==> src/rtl/rbv_pkg.sv <==
package rbv_pkg;

  typedef enum logic [2:0] {
    ST_IDLE,
    ST_ROLLBACK,
    ST_RETRY,
    ST_VOTE,
    ST_RESTORE,
    ST_RESTART,
    ST_FAILSAFE
  } rb_state_e;

  typedef enum logic [1:0] {
    VD_KEEP,
    VD_RESTORE,
    VD_RESTART
  } verdict_e;

  // Majority decision: agreement with thread 2 is checked first.
  function automatic verdict_e judge(input logic eq_t2, input logic eq_t1);
    if (eq_t2)      return VD_KEEP;
    else if (eq_t1) return VD_RESTORE;
    else            return VD_RESTART;
  endfunction

  // True when one more fault reaches the limit.
  function automatic logic at_limit(input int cnt, input int limit);
    return (cnt + 1) >= limit;
  endfunction

endpackage

==> src/rtl/rbv_pick.sv <==
module rbv_pick #(
  parameter int NSTAGE = 4,
  parameter int CW     = 8,
  parameter int SW     = 2
) (
  input  logic [NSTAGE-1:0]    mismatch_i,
  input  logic [NSTAGE*CW-1:0] sig_t1_i,
  input  logic [NSTAGE*CW-1:0] sig_t2_i,
  output logic [SW-1:0]        idx_o,
  output logic [CW-1:0]        t1_o,
  output logic [CW-1:0]        t2_o
);

  // Lowest flagged stage wins.
  always_comb begin
    idx_o = '0;
    for (int i = NSTAGE - 1; i >= 0; i--) begin
      if (mismatch_i[i]) idx_o = SW'(i);
    end
  end

  always_comb begin
    t1_o = sig_t1_i[int'(idx_o)*CW +: CW];
    t2_o = sig_t2_i[int'(idx_o)*CW +: CW];
  end

endmodule

==> src/rtl/rbv_tally.sv <==
module rbv_tally #(
  parameter int FAULT_LIMIT = 3,
  parameter int CLEAN_CKPTS = 2
) (
  input  logic clk,
  input  logic rst_n,
  input  logic detect_i,
  input  logic ckpt_ok_i,
  output logic limit_o
);
  import rbv_pkg::*;

  localparam int FW = $clog2(FAULT_LIMIT + 1);
  localparam int KW = $clog2(CLEAN_CKPTS + 1);

  logic [FW-1:0] fault_q;
  logic [KW-1:0] clean_q;

  assign limit_o = detect_i && at_limit(int'(fault_q), FAULT_LIMIT);

  always_ff @(posedge clk or negedge rst_n) begin
    if (!rst_n) begin
      fault_q <= '0;
      clean_q <= '0;
    end else if (detect_i) begin
      clean_q <= '0;
      if (int'(fault_q) < FAULT_LIMIT) fault_q <= fault_q + 1'b1;
    end else if (ckpt_ok_i) begin
      if (int'(clean_q) >= CLEAN_CKPTS - 1) begin
        clean_q <= '0;
        fault_q <= '0;
      end else begin
        clean_q <= clean_q + 1'b1;
      end
    end
  end

endmodule

==> src/rtl/rbv_fsm.sv <==
module rbv_fsm (
  input  logic               clk,
  input  logic               rst_n,
  input  logic               detect_i,
  input  logic               limit_i,
  input  rbv_pkg::verdict_e  verdict_i,
  output rbv_pkg::rb_state_e state_o
);
  import rbv_pkg::*;

  rb_state_e nxt;

  always_comb begin
    nxt = state_o;
    unique case (state_o)
      ST_IDLE:     if (detect_i) nxt = limit_i ? ST_FAILSAFE : ST_ROLLBACK;
      ST_ROLLBACK: nxt = ST_RETRY;
      ST_RETRY:    nxt = ST_VOTE;
      ST_VOTE: begin
        case (verdict_i)
          VD_RESTORE: nxt = ST_RESTORE;
          VD_RESTART: nxt = ST_RESTART;
          default:    nxt = ST_IDLE;
        endcase
      end
      ST_RESTORE:  nxt = ST_IDLE;
      ST_RESTART:  nxt = ST_IDLE;
      ST_FAILSAFE: nxt = ST_FAILSAFE;
      default:     nxt = ST_IDLE;
    endcase
  end

  always_ff @(posedge clk or negedge rst_n) begin
    if (!rst_n) state_o <= ST_IDLE;
    else        state_o <= nxt;
  end

endmodule

==> src/rtl/rbv_ctrl.sv <==
module rbv_ctrl #(
  parameter int NSTAGE      = 4,
  parameter int CW          = 8,
  parameter int FAULT_LIMIT = 3,
  parameter int CLEAN_CKPTS = 2,
  localparam int SW         = (NSTAGE > 1) ? $clog2(NSTAGE) : 1
) (
  input  logic                 clk,
  input  logic                 rst_n,
  input  logic [NSTAGE-1:0]    mismatch_i,
  input  logic [NSTAGE*CW-1:0] sig_t1_i,
  input  logic [NSTAGE*CW-1:0] sig_t2_i,
  input  logic [CW-1:0]        retry_sig_i,
  input  logic                 checkpoint_i,
  output logic                 stall_o,
  output logic [NSTAGE-1:0]    rollback_o,
  output logic [NSTAGE-1:0]    load_o,
  output logic [SW-1:0]        restore_sel_o,
  output logic [CW-1:0]        restore_val_o,
  output logic                 restart_o,
  output logic                 failsafe_o
);
  import rbv_pkg::*;

  rb_state_e     state;
  verdict_e      verdict;
  logic          detect_evt;   // fault accepted this cycle
  logic          ckpt_ok;      // clean checkpoint this cycle
  logic          limit_evt;    // accepted fault reaches the limit
  logic [SW-1:0] pick_idx;
  logic [CW-1:0] pick_t1, pick_t2;
  logic [SW-1:0] stage_q;
  logic [CW-1:0] t1_q, t2_q, rty_q;
  logic [NSTAGE-1:0] stage_mask;

  assign detect_evt = (state == ST_IDLE) && (mismatch_i != '0);
  assign ckpt_ok    = (state == ST_IDLE) && checkpoint_i && (mismatch_i == '0);
  assign verdict    = judge(rty_q == t2_q, rty_q == t1_q);
  assign stage_mask = NSTAGE'(1) << stage_q;

  rbv_pick #(.NSTAGE(NSTAGE), .CW(CW), .SW(SW)) u_pick (
    .mismatch_i (mismatch_i),
    .sig_t1_i   (sig_t1_i),
    .sig_t2_i   (sig_t2_i),
    .idx_o      (pick_idx),
    .t1_o       (pick_t1),
    .t2_o       (pick_t2)
  );

  rbv_tally #(.FAULT_LIMIT(FAULT_LIMIT), .CLEAN_CKPTS(CLEAN_CKPTS)) u_tally (
    .clk       (clk),
    .rst_n     (rst_n),
    .detect_i  (detect_evt),
    .ckpt_ok_i (ckpt_ok),
    .limit_o   (limit_evt)
  );

  rbv_fsm u_fsm (
    .clk       (clk),
    .rst_n     (rst_n),
    .detect_i  (detect_evt),
    .limit_i   (limit_evt),
    .verdict_i (verdict),
    .state_o   (state)
  );

  always_ff @(posedge clk or negedge rst_n) begin
    if (!rst_n) begin
      stage_q <= '0;
      t1_q    <= '0;
      t2_q    <= '0;
      rty_q   <= '0;
    end else begin
      if (detect_evt) begin
        stage_q <= pick_idx;
        t1_q    <= pick_t1;
        t2_q    <= pick_t2;
      end
      if (state == ST_RETRY) rty_q <= retry_sig_i;
    end
  end

  assign stall_o       = (state != ST_IDLE);
  assign rollback_o    = (state == ST_ROLLBACK) ? stage_mask : '0;
  assign load_o        = (state == ST_RESTORE)  ? stage_mask : '0;
  assign restore_sel_o = (state == ST_RESTORE)  ? stage_q    : '0;
  assign restore_val_o = (state == ST_RESTORE)  ? t1_q       : '0;
  assign restart_o     = (state == ST_RESTART);
  assign failsafe_o    = (state == ST_FAILSAFE);

endmodule

==> config.mk <==
export PLATFORM = sky130hd
export DESIGN_NAME = rbv_ctrl
export DESIGN_NICKNAME = d
export VERILOG_FILES = /design/src/rtl/rbv_pkg.sv /design/src/rtl/rbv_pick.sv /design/src/rtl/rbv_tally.sv /design/src/rtl/rbv_fsm.sv /design/src/rtl/rbv_ctrl.sv
export SDC_FILE = /design/constraint.sdc
export NUM_CORES = 1
export LEC_CHECK = 0
export BUFFER_PORTS_ARGS = -buffer_cell sky130_fd_sc_hd__buf_2
export CAP_MARGIN = 15
export CORE_ASPECT_RATIO = 1.25
export CORE_UTILIZATION = 47
export DETAILED_ROUTE_END_ITERATION = 8
export PLACE_DENSITY = 0.8
export SETUP_SLACK_MARGIN = 0.15
export SKIP_CTS_REPAIR_TIMING = 1
export SLEW_MARGIN = 20
export SYNTH_ARGS = -nofsm -noshare
export SYNTH_HDL_FRONTEND = slang
export SYNTH_SLANG_ARGS = --single-unit
==> constraint.sdc <==
create_clock -name clk -period 1.9 [get_ports clk]
set_input_delay 0.475 -clock clk [delete_from_list [all_inputs] [get_ports clk]]
set_output_delay 0.475 -clock clk [all_outputs]
set_load 0.02 [all_outputs]
==> impl_metrics.toml, run 1 <==
[logic_synthesis]
synthesis.instances = 207
synth_compound_gate_area_share = 0.122
synth-async-reset-ratio = 1.00
cell_taking_the_most_area_after_synthesis = "sky130_fd_sc_hd__dfrtp_1"
synth_cell_types = 38
yosys.area_share.adder = 0.0283
synth_simple_gate_area_frac = 0.166
synth_area_per_cell_um2 = 10.7
postSynth.topFlopCell = "sky130_fd_sc_hd__dfrtp_1"
synthesis.area_um2 = 2210
synth_sequential_area_ratio = 0.374
synth_top_family_by_area = "multiplexers"
synth_enable_flop_cells = 0
ys_seq_elements = 33
synth_xor_xnor_area_share = 0.0635
mappedNetlistNets = 291
synth_top_area_share = 0.374
yosysWarningCount = 0
muxShareOfSynthArea = 0.191
yosys-top-cells-area = "sky130_fd_sc_hd__dfrtp_1 37%, sky130_fd_sc_hd__mux2i_1 15%, sky130_fd_sc_hd__o221ai_1 7.5%"

[sta]
setup_slack_ns = -0.00642
number_of_max_slew_violations_in_the_final_report = 0
timing_hold_violations_final = 0
finalSetupViolations = 1
final.setup_skew_ns = 0.00599
worstMarginPinSlew_ns = 0.803
fmax_ghz = 0.525
finalCritPeriodShare = 1.00
timing.final.crit_period_ns = 1.91
slew_headroom = 0.465
rsz_0062_raised_after_global_routing = "yes"
timing.hold.ws_ns = 0.250

[placement]
finalWeightedCongestion = 0.785
numPortBuffers = 99
dp_hpwl_um = 4270
placedInstanceArea_um2 = 2810

[clock_tree]
cts.clk_slew.worst_paths_ns = 0.07
cts.root.buffer_cell = "sky130_fd_sc_hd__clkbuf_8"
tritoncts.num_buffers = 5
htree_levels = 2
sink_count_of_the_clock_tree = 33
clock_path_buffers = 2
skew_pair_late_insertion_delay_ns = 0.29
tritoncts_clock_tree = "done"

[run]
cap_viol_max_count = 0

[route]
drt-vias-per-instance = 5.43
drt_first_pass_iters = 4
via_count = 2042
route.final.wire_length_um = 5770
drt-wirelength-per-cell_um = 15.4
drt-initial-drc-count = 83
route.antenna.remaining_nets = 0
detail_route.drc_violations = 0

[finish]
fill_cells = 353
layout.cell_area.non_filler_um2 = 3100
drive_above_1_share = 0.487
finish.net_count = 401
multi_input_area_um2 = 1330
area_growth_syn_to_layout_pct = 40.5
ff_latch_area_um2 = 827
antenna-diode-count = 0

[die]
die_y_um = 78.6
io_pins = 100
floorplan.die_area_um2 = 4980
std_cell_rows = 27
start_util = 0.495
fp.coreArea_um2 = 4460
die_width_um = 63.3

[worst_setup_path]
crit-reg2reg-capture = "t2_q[3]"
critPathLaunchType = "flip-flop"
timing.reg2reg.worst_path_depth = 9
crit_type = "reg2out"
register_to_register_setup_slack_ns = 0.24
critPathCaptureType = "output pin"
critical_path_required_ns = 1.42
cp_data_arrival_time_ns = 1.43
crit-reg2reg-launch = "u_fsm.state_o[2]"
cp_max_fo = 8

[global_route]
grt_start_max_net_pins = 34
grt_pass1_wl_um = 8650
via_count_of_the_first_global_routing_pass = 1989
globalRouteTotalUtil = 0.226
globalRouteOverflowTotal = 0
antenna_found_initial = 0

[run_status]
status = "finished with violations"
violations = "negative setup slack"

[power_and_ir_drop]
cellLeakagePower_uw = 0.00152
irDropWorstVdd_v = 0.000342
powerDensity_nw_per_um2 = 451

[hold_path]
min_path_type = "in2async"
[logic make-up after synthesis]
family | Yosys count
AND/OR/NAND/NOR | 62
XOR/XNOR | 16
AO/OA/AOI/OAI | 32
adder cells (fa/ha/maj) | 5
flip-flops | 33
multiplexers | 41
buffers and inverters | 18
[worst max path at each step]
| stage | start | to |
|---|---|---|
| 6_report | u_fsm.state_o[0] | load_o[1] |
| 5_1_grt | u_fsm.state_o[0] | load_o[1] |
| 4_1_cts | u_fsm.state_o[2] | load_o[1] |
| 3_5_place_dp | mismatch_i[0] | u_tally.clean_q[1] |
| 3_3_place_gp | mismatch_i[0] | stage_q[0] |
| 2_1_floorplan | u_fsm.state_o[2] | load_o[0] |
[cell type report]
| cell class | count | area share |
|---|---|---|
| inverters | 8 | 0.00968 |
| clock buffers | 6 | 0.0234 |
| flip-flops and latches | 33 | 0.267 |
| repair buffers | 113 | 0.245 |
| well taps | 58 | 0.0234 |
| clock inverters | 2 | 0.00323 |
| multi-input cells | 156 | 0.429 |
[power breakdown]
part	switching, µW	total (µW)	internal (µW)
clock	249	503	253
sequential	0	703	703
combinational	88.2	193	105
total	337	1400	1060
[metrics by stage]
| step | std cells | utilization | power, µW | setup slack, ns | setup TNS, ns |
|---|---|---|---|---|---|
| 2_1_floorplan | 207 | - | 795 | 0.177 | 0 |
| 3_3_place_gp | 364 | 0.629 | 904 | 0.143 | 0 |
| 3_5_place_dp | 364 | 0.629 | 908 | 0.115 | 0 |
| 4_1_cts | 372 | 0.648 | 1410 | -0.0953 | -0.100 |
| 5_1_grt | 376 | 0.696 | 1440 | -0.0825 | -0.346 |
| 6_report | 376 | 0.696 | 1400 | -0.00642 | -0.00642 |
[placed cells by master, fill, tap and decap left out, types with 4 or more instances in the layout]
master and n:
sky130_fd_sc_hd__ha_1 5, sky130_fd_sc_hd__buf_6 21, sky130_fd_sc_hd__nor2_1 6, sky130_fd_sc_hd__nand4_1 4, sky130_fd_sc_hd__mux2i_1 32, sky130_fd_sc_hd__nand2_1 18, sky130_fd_sc_hd__o221ai_1 18, sky130_fd_sc_hd__clkbuf_8 5
sky130_fd_sc_hd__dfrtp_1 32, sky130_fd_sc_hd__buf_2 82, sky130_fd_sc_hd__and2_4 7, sky130_fd_sc_hd__buf_4 7, sky130_fd_sc_hd__mux2_2 9, sky130_fd_sc_hd__xnor2_1 16, sky130_fd_sc_hd__inv_1 7
[sequential cells by signal (all words and copies together) (netlist names)]
register / cells
rty_q: 8
u_tally.clean_q: 2
u_fsm.state_o: 3
u_tally.fault_q: 2
t2_q: 8
t1_q: 8
stage_q: 2
[metal layers]
metal,part of all wire,track usage
met5,0,0
met4,0.037,0.130
met3,0.038,0.0320
met2,0.56,0.434
met1,0.37,0.228
[cells in the mapped netlist (all sizes together), types with 3 or more instances]
cell type / n
and2: 10
and3: 4
buf: 8
dfrtp: 33
ha: 5
inv: 8
mux2: 9
mux2i: 32
nand2: 20
nand3: 4
nand4: 4
nor2: 7
nor3: 3
o21ai: 5
o221ai: 19
o31ai: 3
xnor2: 16
[critical path: stages, from the launching register on]
cell	delay [ns]
sky130_fd_sc_hd__dfrtp_1	0.41
sky130_fd_sc_hd__nor3_4	0.19
sky130_fd_sc_hd__buf_6	0.15
sky130_fd_sc_hd__and2_4	0.14
sky130_fd_sc_hd__nor2b_4	0.14
sky130_fd_sc_hd__buf_6	0.12
(Power assumes the default switching activity.)
==> run 2: changes to the inputs <==
Settings changed: CORE_ASPECT_RATIO 1.25 to 1.1.
==> impl_metrics.toml, run 2 (same netlist as run 1, synthesis figures left out) <==
[sta]
fmax_ghz = 0.516
slew_headroom = 0.437
number_of_max_slew_violations_in_the_final_report = 0
setup-tns-final_ns = -0.162
timing.final.crit_period_ns = 1.94
worstMarginPinSlew_ns = 0.844
setup_slack_ns = -0.0375
finalCritPeriodShare = 1.02
rsz_0062_raised_after_global_routing = "yes"
final.setup_skew_ns = 0.00458
finalSetupViolations = 10
timing.hold.ws_ns = 0.246
timing_hold_violations_final = 0

[clock_tree]
skew_pair_late_insertion_delay_ns = 0.29
cts.root.buffer_cell = "sky130_fd_sc_hd__clkbuf_8"
htree_levels = 2
sink_count_of_the_clock_tree = 33
tritoncts.num_buffers = 5
clock_path_buffers = 2
cts.clk_slew.worst_paths_ns = 0.06
tritoncts_clock_tree = "done"

[worst_setup_path]
cp_data_arrival_time_ns = 1.46
crit-reg2reg-launch = "u_fsm.state_o[0]"
critPathMaxStageDelay_ns = 0.41
critPathLaunchType = "flip-flop"
critical_path.slowest_cell = "sky130_fd_sc_hd__dfrtp_1"
top_cell_by_count_worst_path = "sky130_fd_sc_hd__buf_6"
register_to_register_setup_slack_ns = 0.23
critical_path_required_ns = 1.42
crit-reg2reg-capture = "t1_q[3]"
critPathCaptureType = "output pin"
cp_max_fo = 5
crit_type = "reg2out"
timing.reg2reg.worst_path_depth = 6
ordered_list_of_cells_on_the_worst_path = "nor3_4 > buf_6 > and2_4 > nor2b_4 > buf_6"

[placement]
placedInstanceArea_um2 = 2790
finalWeightedCongestion = 0.795
dp_hpwl_um = 4230
numPortBuffers = 99
post-place-cells = 360

[global_route]
use_met3 = 0.0559
grt_pass1_wl_um = 8820
grt_busiest_layer = "met2"
globalRouteOverflowTotal = 0
antenna_found_initial = 0
grtUsageMet1 = 0.277
globalRouteTotalUtil = 0.243
grt_start_max_net_pins = 34
via_count_of_the_first_global_routing_pass = 1974
gr-usage-met2 = 0.427

[power_and_ir_drop]
powerDensity_nw_per_um2 = 456
switching_pwr_uw = 345
power_report.internal_total_uw = 1060
cellLeakagePower_uw = 0.00153
p_sw_frac = 0.246
pwr-share-comb = 0.133
pwr-share-seq = 0.501
clkPwrFrac = 0.366
irDropWorstVdd_v = 0.000332

[hold_path]
min_path_type = "in2async"

[finish]
layout.cell_area.non_filler_um2 = 3080
mostFrequentLayoutCell = "sky130_fd_sc_hd__buf_2"
area_growth_syn_to_layout_pct = 39.3
layout_common_cells = "83 x sky130_fd_sc_hd__buf_2, 33 x sky130_fd_sc_hd__dfrtp_1, 32 x sky130_fd_sc_hd__mux2i_1"
stdcell_count = 374
finish.net_count = 403
fill_cells = 345
drive_above_1_share = 0.491
antenna-diode-count = 0
biggestRegsByFlops = "rty_q (8), t1_q (8), t2_q (8)"

[run_status]
status = "finished with violations"
violations = "negative setup slack"

[route]
drt-initial-drc-count = 114
detail_route.drc_violations = 0
drt-vias-per-instance = 5.54
drt_first_pass_iters = 4
route.antenna.remaining_nets = 0
via_count = 2071
route.final.wire_length_um = 5770
drt-wirelength-per-cell_um = 15.4

[die]
start_util = 0.500
std_cell_rows = 25
die_width_um = 67.3
floorplan.die_area_um2 = 4970
fp.coreArea_um2 = 4410
io_pins = 100
die_y_um = 73.9

[run]
cap_viol_max_count = 0
run 2: worst max-delay path, delay by kind of cell (launching register included):
family | cells | cell delay (ns)
and+or+nand+nor | 3 | 0.49
DFF | 1 | 0.41
buffers and inverters | 2 | 0.27
run 2: layout make-up:
class / count / area [µm²] / share of cell area
inverters: 8 / 30.0 / 0.00976
clock inverters: 2 / 10.0 / 0.00325
flip-flops and latches: 33 / 826 / 0.269
multi-input cells: 156 / 1340 / 0.434
repair buffers: 115 / 733 / 0.238
clock buffers: 6 / 72.6 / 0.0236
well taps: 54 / 67.6 / 0.0220
run 2: worst max path at each step:
stage / depth (start not counted) / slack [ns] / to / startpoint
4_1_cts: 6 / -0.11 / load_o[1] / u_fsm.state_o[2]
5_1_grt: 6 / -0.12 / rollback_o[1] / u_fsm.state_o[1]
6_report: 5 / -0.04 / load_o[1] / u_fsm.state_o[1]
3_5_place_dp: 6 / 0.11 / t2_q[1] / mismatch_i[2]
2_1_floorplan: 4 / 0.18 / load_o[0] / u_fsm.state_o[2]
3_3_place_gp: 6 / 0.12 / t2_q[1] / mismatch_i[2]
run 2: metal layers:
metal  wire (µm)  vias up
met4          95        0
met2        3160       86
li1            -      987
met5           0        -
met1        2200      985
met3         314       13
run 2: through the flow:
step	power [µW]	util	worst slack [ns]
4_1_cts	1400	0.651	-0.110
2_1_floorplan	795	-	0.177
3_5_place_dp	903	0.632	0.106
5_1_grt	1460	0.697	-0.120
6_report	1400	0.697	-0.0375
3_3_place_gp	897	0.632	0.122
run 2: power by group through the flow:
| stage | registers (µW) | clock network [µW] | logic (µW) |
|---|---|---|---|
| global route | 702 | 550 | 206 |
| CTS | 702 | 513 | 187 |
| floorplan | 716 | 0 | 79.5 |
| finish | 702 | 514 | 187 |
| global placement | 716 | 0 | 182 |
| detailed placement | 716 | 0 | 187 |
==> run 3: changes to the inputs <==
Settings changed: CORE_UTILIZATION 47 to 48, PLACE_DENSITY 0.8 to 0.81, SYNTH_HIERARCHICAL set to 1.
==> impl_metrics.toml, run 3 <==
[run_status]
status = "finished with violations"
violations = "negative setup slack"

[route]
drt-wirelength-per-cell_um = 16.2
drt-initial-drc-count = 66
drt_first_pass_iters = 4
route.antenna.remaining_nets = 0
drt-vias-per-instance = 5.39
via_count = 1908
route.final.wire_length_um = 5720
detail_route.drc_violations = 0

[global_route]
grt_pass1_wl_um = 7230
grt_busiest_layer = "met2"
grtUsageMet1 = 0.207
gr-usage-met2 = 0.367
grt_start_max_net_pins = 34
use_met3 = 0.0414
antenna_found_initial = 0
globalRouteOverflowTotal = 0
via_count_of_the_first_global_routing_pass = 1748
globalRouteTotalUtil = 0.194

[clock_tree]
cts.clk_slew.worst_paths_ns = 0.07
tritoncts_clock_tree = "done"
cts.root.buffer_cell = "sky130_fd_sc_hd__clkbuf_8"
skew_pair_late_insertion_delay_ns = 0.28
tritoncts.num_buffers = 5
clock_path_buffers = 2
htree_levels = 2
sink_count_of_the_clock_tree = 33

[finish]
layout_common_cells = "82 x sky130_fd_sc_hd__buf_2, 31 x sky130_fd_sc_hd__dfrtp_1, 20 x sky130_fd_sc_hd__buf_6"
post_route_core_utilization = 0.774
stdcell_count = 354
finish.net_count = 381
fill_cells = 270
area_growth_syn_to_layout_pct = 50.7
mostFrequentLayoutCell = "sky130_fd_sc_hd__buf_2"
biggestRegsByFlops = "rty_q (8), t1_q (8), t2_q (8)"
drive_above_1_share = 0.673
antenna-diode-count = 0

[die]
floorplan.die_area_um2 = 4990
die_y_um = 74.0
io_pins = 100
die_width_um = 67.5
fp.coreArea_um2 = 4410
start_util = 0.513
std_cell_rows = 25

[placement]
preCtsSetupSlack_ns = -0.140
post-place-cells = 332
finalWeightedCongestion = 0.772
dp_hpwl_um = 3820
numPortBuffers = 99

[power_and_ir_drop]
powerDensity_nw_per_um2 = 1330
irDropWorstVdd_v = 0.000680
cellLeakagePower_uw = 0.00159

[worst_setup_path]
timing.reg2reg.worst_path_depth = 8
crit_type = "reg2out"
ordered_list_of_cells_on_the_worst_path = "buf_6 > or3b_4 > nor3_2 > buf_4"
critPathMaxStageDelay_ns = 0.40
cp_data_arrival_time_ns = 1.49
critical-path-top-delay-family = "simple AND/OR/NAND/NOR gates"
worstPathBufferInverterCount = 2
critPathLaunchType = "flip-flop"
critPathCaptureType = "output pin"
cp_max_fo = 5
critical_path_required_ns = 1.42
crit-reg2reg-launch = "u_fsm/state_o[1]"
register_to_register_setup_slack_ns = -0.01
critical_path.slowest_cell = "sky130_fd_sc_hd__dfrtp_1"
crit-reg2reg-capture = "u_fsm/state_o[0]"

[logic_synthesis]
postSynth.topFlopCell = "sky130_fd_sc_hd__dfrtp_1"
synth_most_common_cell = "sky130_fd_sc_hd__dfrtp_1"
synth_enable_flop_cells = 0
synthesis.area_um2 = 2260
yosys-top-cells-area = "sky130_fd_sc_hd__dfrtp_1 36%, sky130_fd_sc_hd__mux4_2 9.0%, sky130_fd_sc_hd__mux2_2 8.5%"
yosysWarningCount = 6
synthesis.instances = 170
synth_top_area_share = 0.365
synth.top_cells.by_count = "33 x sky130_fd_sc_hd__dfrtp_1, 17 x sky130_fd_sc_hd__mux2_2, 16 x sky130_fd_sc_hd__xnor2_1"
mappedNetlistNets = 252
synth_cell_types = 42
synth_area_per_cell_um2 = 13.3
synth-async-reset-ratio = 1.00
synth_sequential_area_ratio = 0.365
ys_seq_elements = 33
cell_taking_the_most_area_after_synthesis = "sky130_fd_sc_hd__dfrtp_1"

[sta]
worstMarginPinSlew_ns = 0.745
fmax_ghz = 0.508
rsz_0062_raised_after_global_routing = "yes"
slew_headroom = 0.504
finalSetupViolations = 11
number_of_max_slew_violations_in_the_final_report = 0
finalCritPeriodShare = 1.04
timing.final.crit_period_ns = 1.97
timing.hold.ws_ns = 0.256
setup_slack_ns = -0.0669
final.setup_skew_ns = 0.00801
timing_hold_violations_final = 0
setup-tns-final_ns = -0.305

[run]
cap_viol_max_count = 0

[hold_path]
min_path_type = "in2async"
## run 3: cell families (layout without fill, tap and decap cells)
| kind of cell | Yosys count | count (layout) | share of synthesized area |
|---|---|---|---|
| and+or+nand+nor | 54 | 54 | 0.169 |
| muxes | 44 | 44 | 0.324 |
| DFF | 33 | 33 | 0.365 |
| xor gates and xnor gates | 17 | 17 | 0.0658 |
| buffers and inverters | 11 | 141 | 0.0376 |
| AOI/OAI and AO/OA | 8 | 8 | 0.0227 |
| adders and majority gates | 3 | 3 | 0.0166 |
## run 3: worst max path at each step
stage                                start             to  slack [ns]  cells after the start
after CTS                 u_fsm/state_o[1]      load_o[2]       -0.21                      5
after global placement       mismatch_i[3]        t2_q[6]       -0.08                      6
final                     u_fsm/state_o[0]  rollback_o[0]       -0.07                      4
after floorplan              mismatch_i[3]        t1_q[0]        0.01                      6
after detailed placement     mismatch_i[3]        t2_q[2]       -0.14                      6
after global routing      u_fsm/state_o[0]  rollback_o[0]       -0.13                      4
## run 3: area by class of cell
class,instances,area [µm²],area share
clock inverter,1,5.00,0.00147
multi-input combinational,126,1450,0.424
sequential,33,828,0.243
clock buffer,7,96.3,0.0282
timing repair buffer,127,946,0.277
inverter,6,22.5,0.00660
tap,54,67.6,0.0198
## run 3: per-stage QoR
step	cell area (µm²)	power (µW)
CTS	3020	3910
global route	3410	4780
finish	3410	4550
detailed placement	2920	3320
floorplan	2280	2820
global placement	2920	3230
## run 3: metal layers
layer | vias to the layer above | part of all wire | routed length, µm
met5 | - | 0 | 0
met4 | 0 | 0.011 | 62
met3 | 5 | 0.044 | 250
met2 | 72 | 0.56 | 3190
met1 | 940 | 0.39 | 2210
li1 | 891 | - | -
## run 3: report_power, final
part	leakage, µW	switching (µW)	total [µW]	internal, µW
logic	0.00114	952	2520	1570
clock network	0.0000542	249	576	327
registers	0.000394	397	1450	1050
total	0.00159	1600	4550	2950
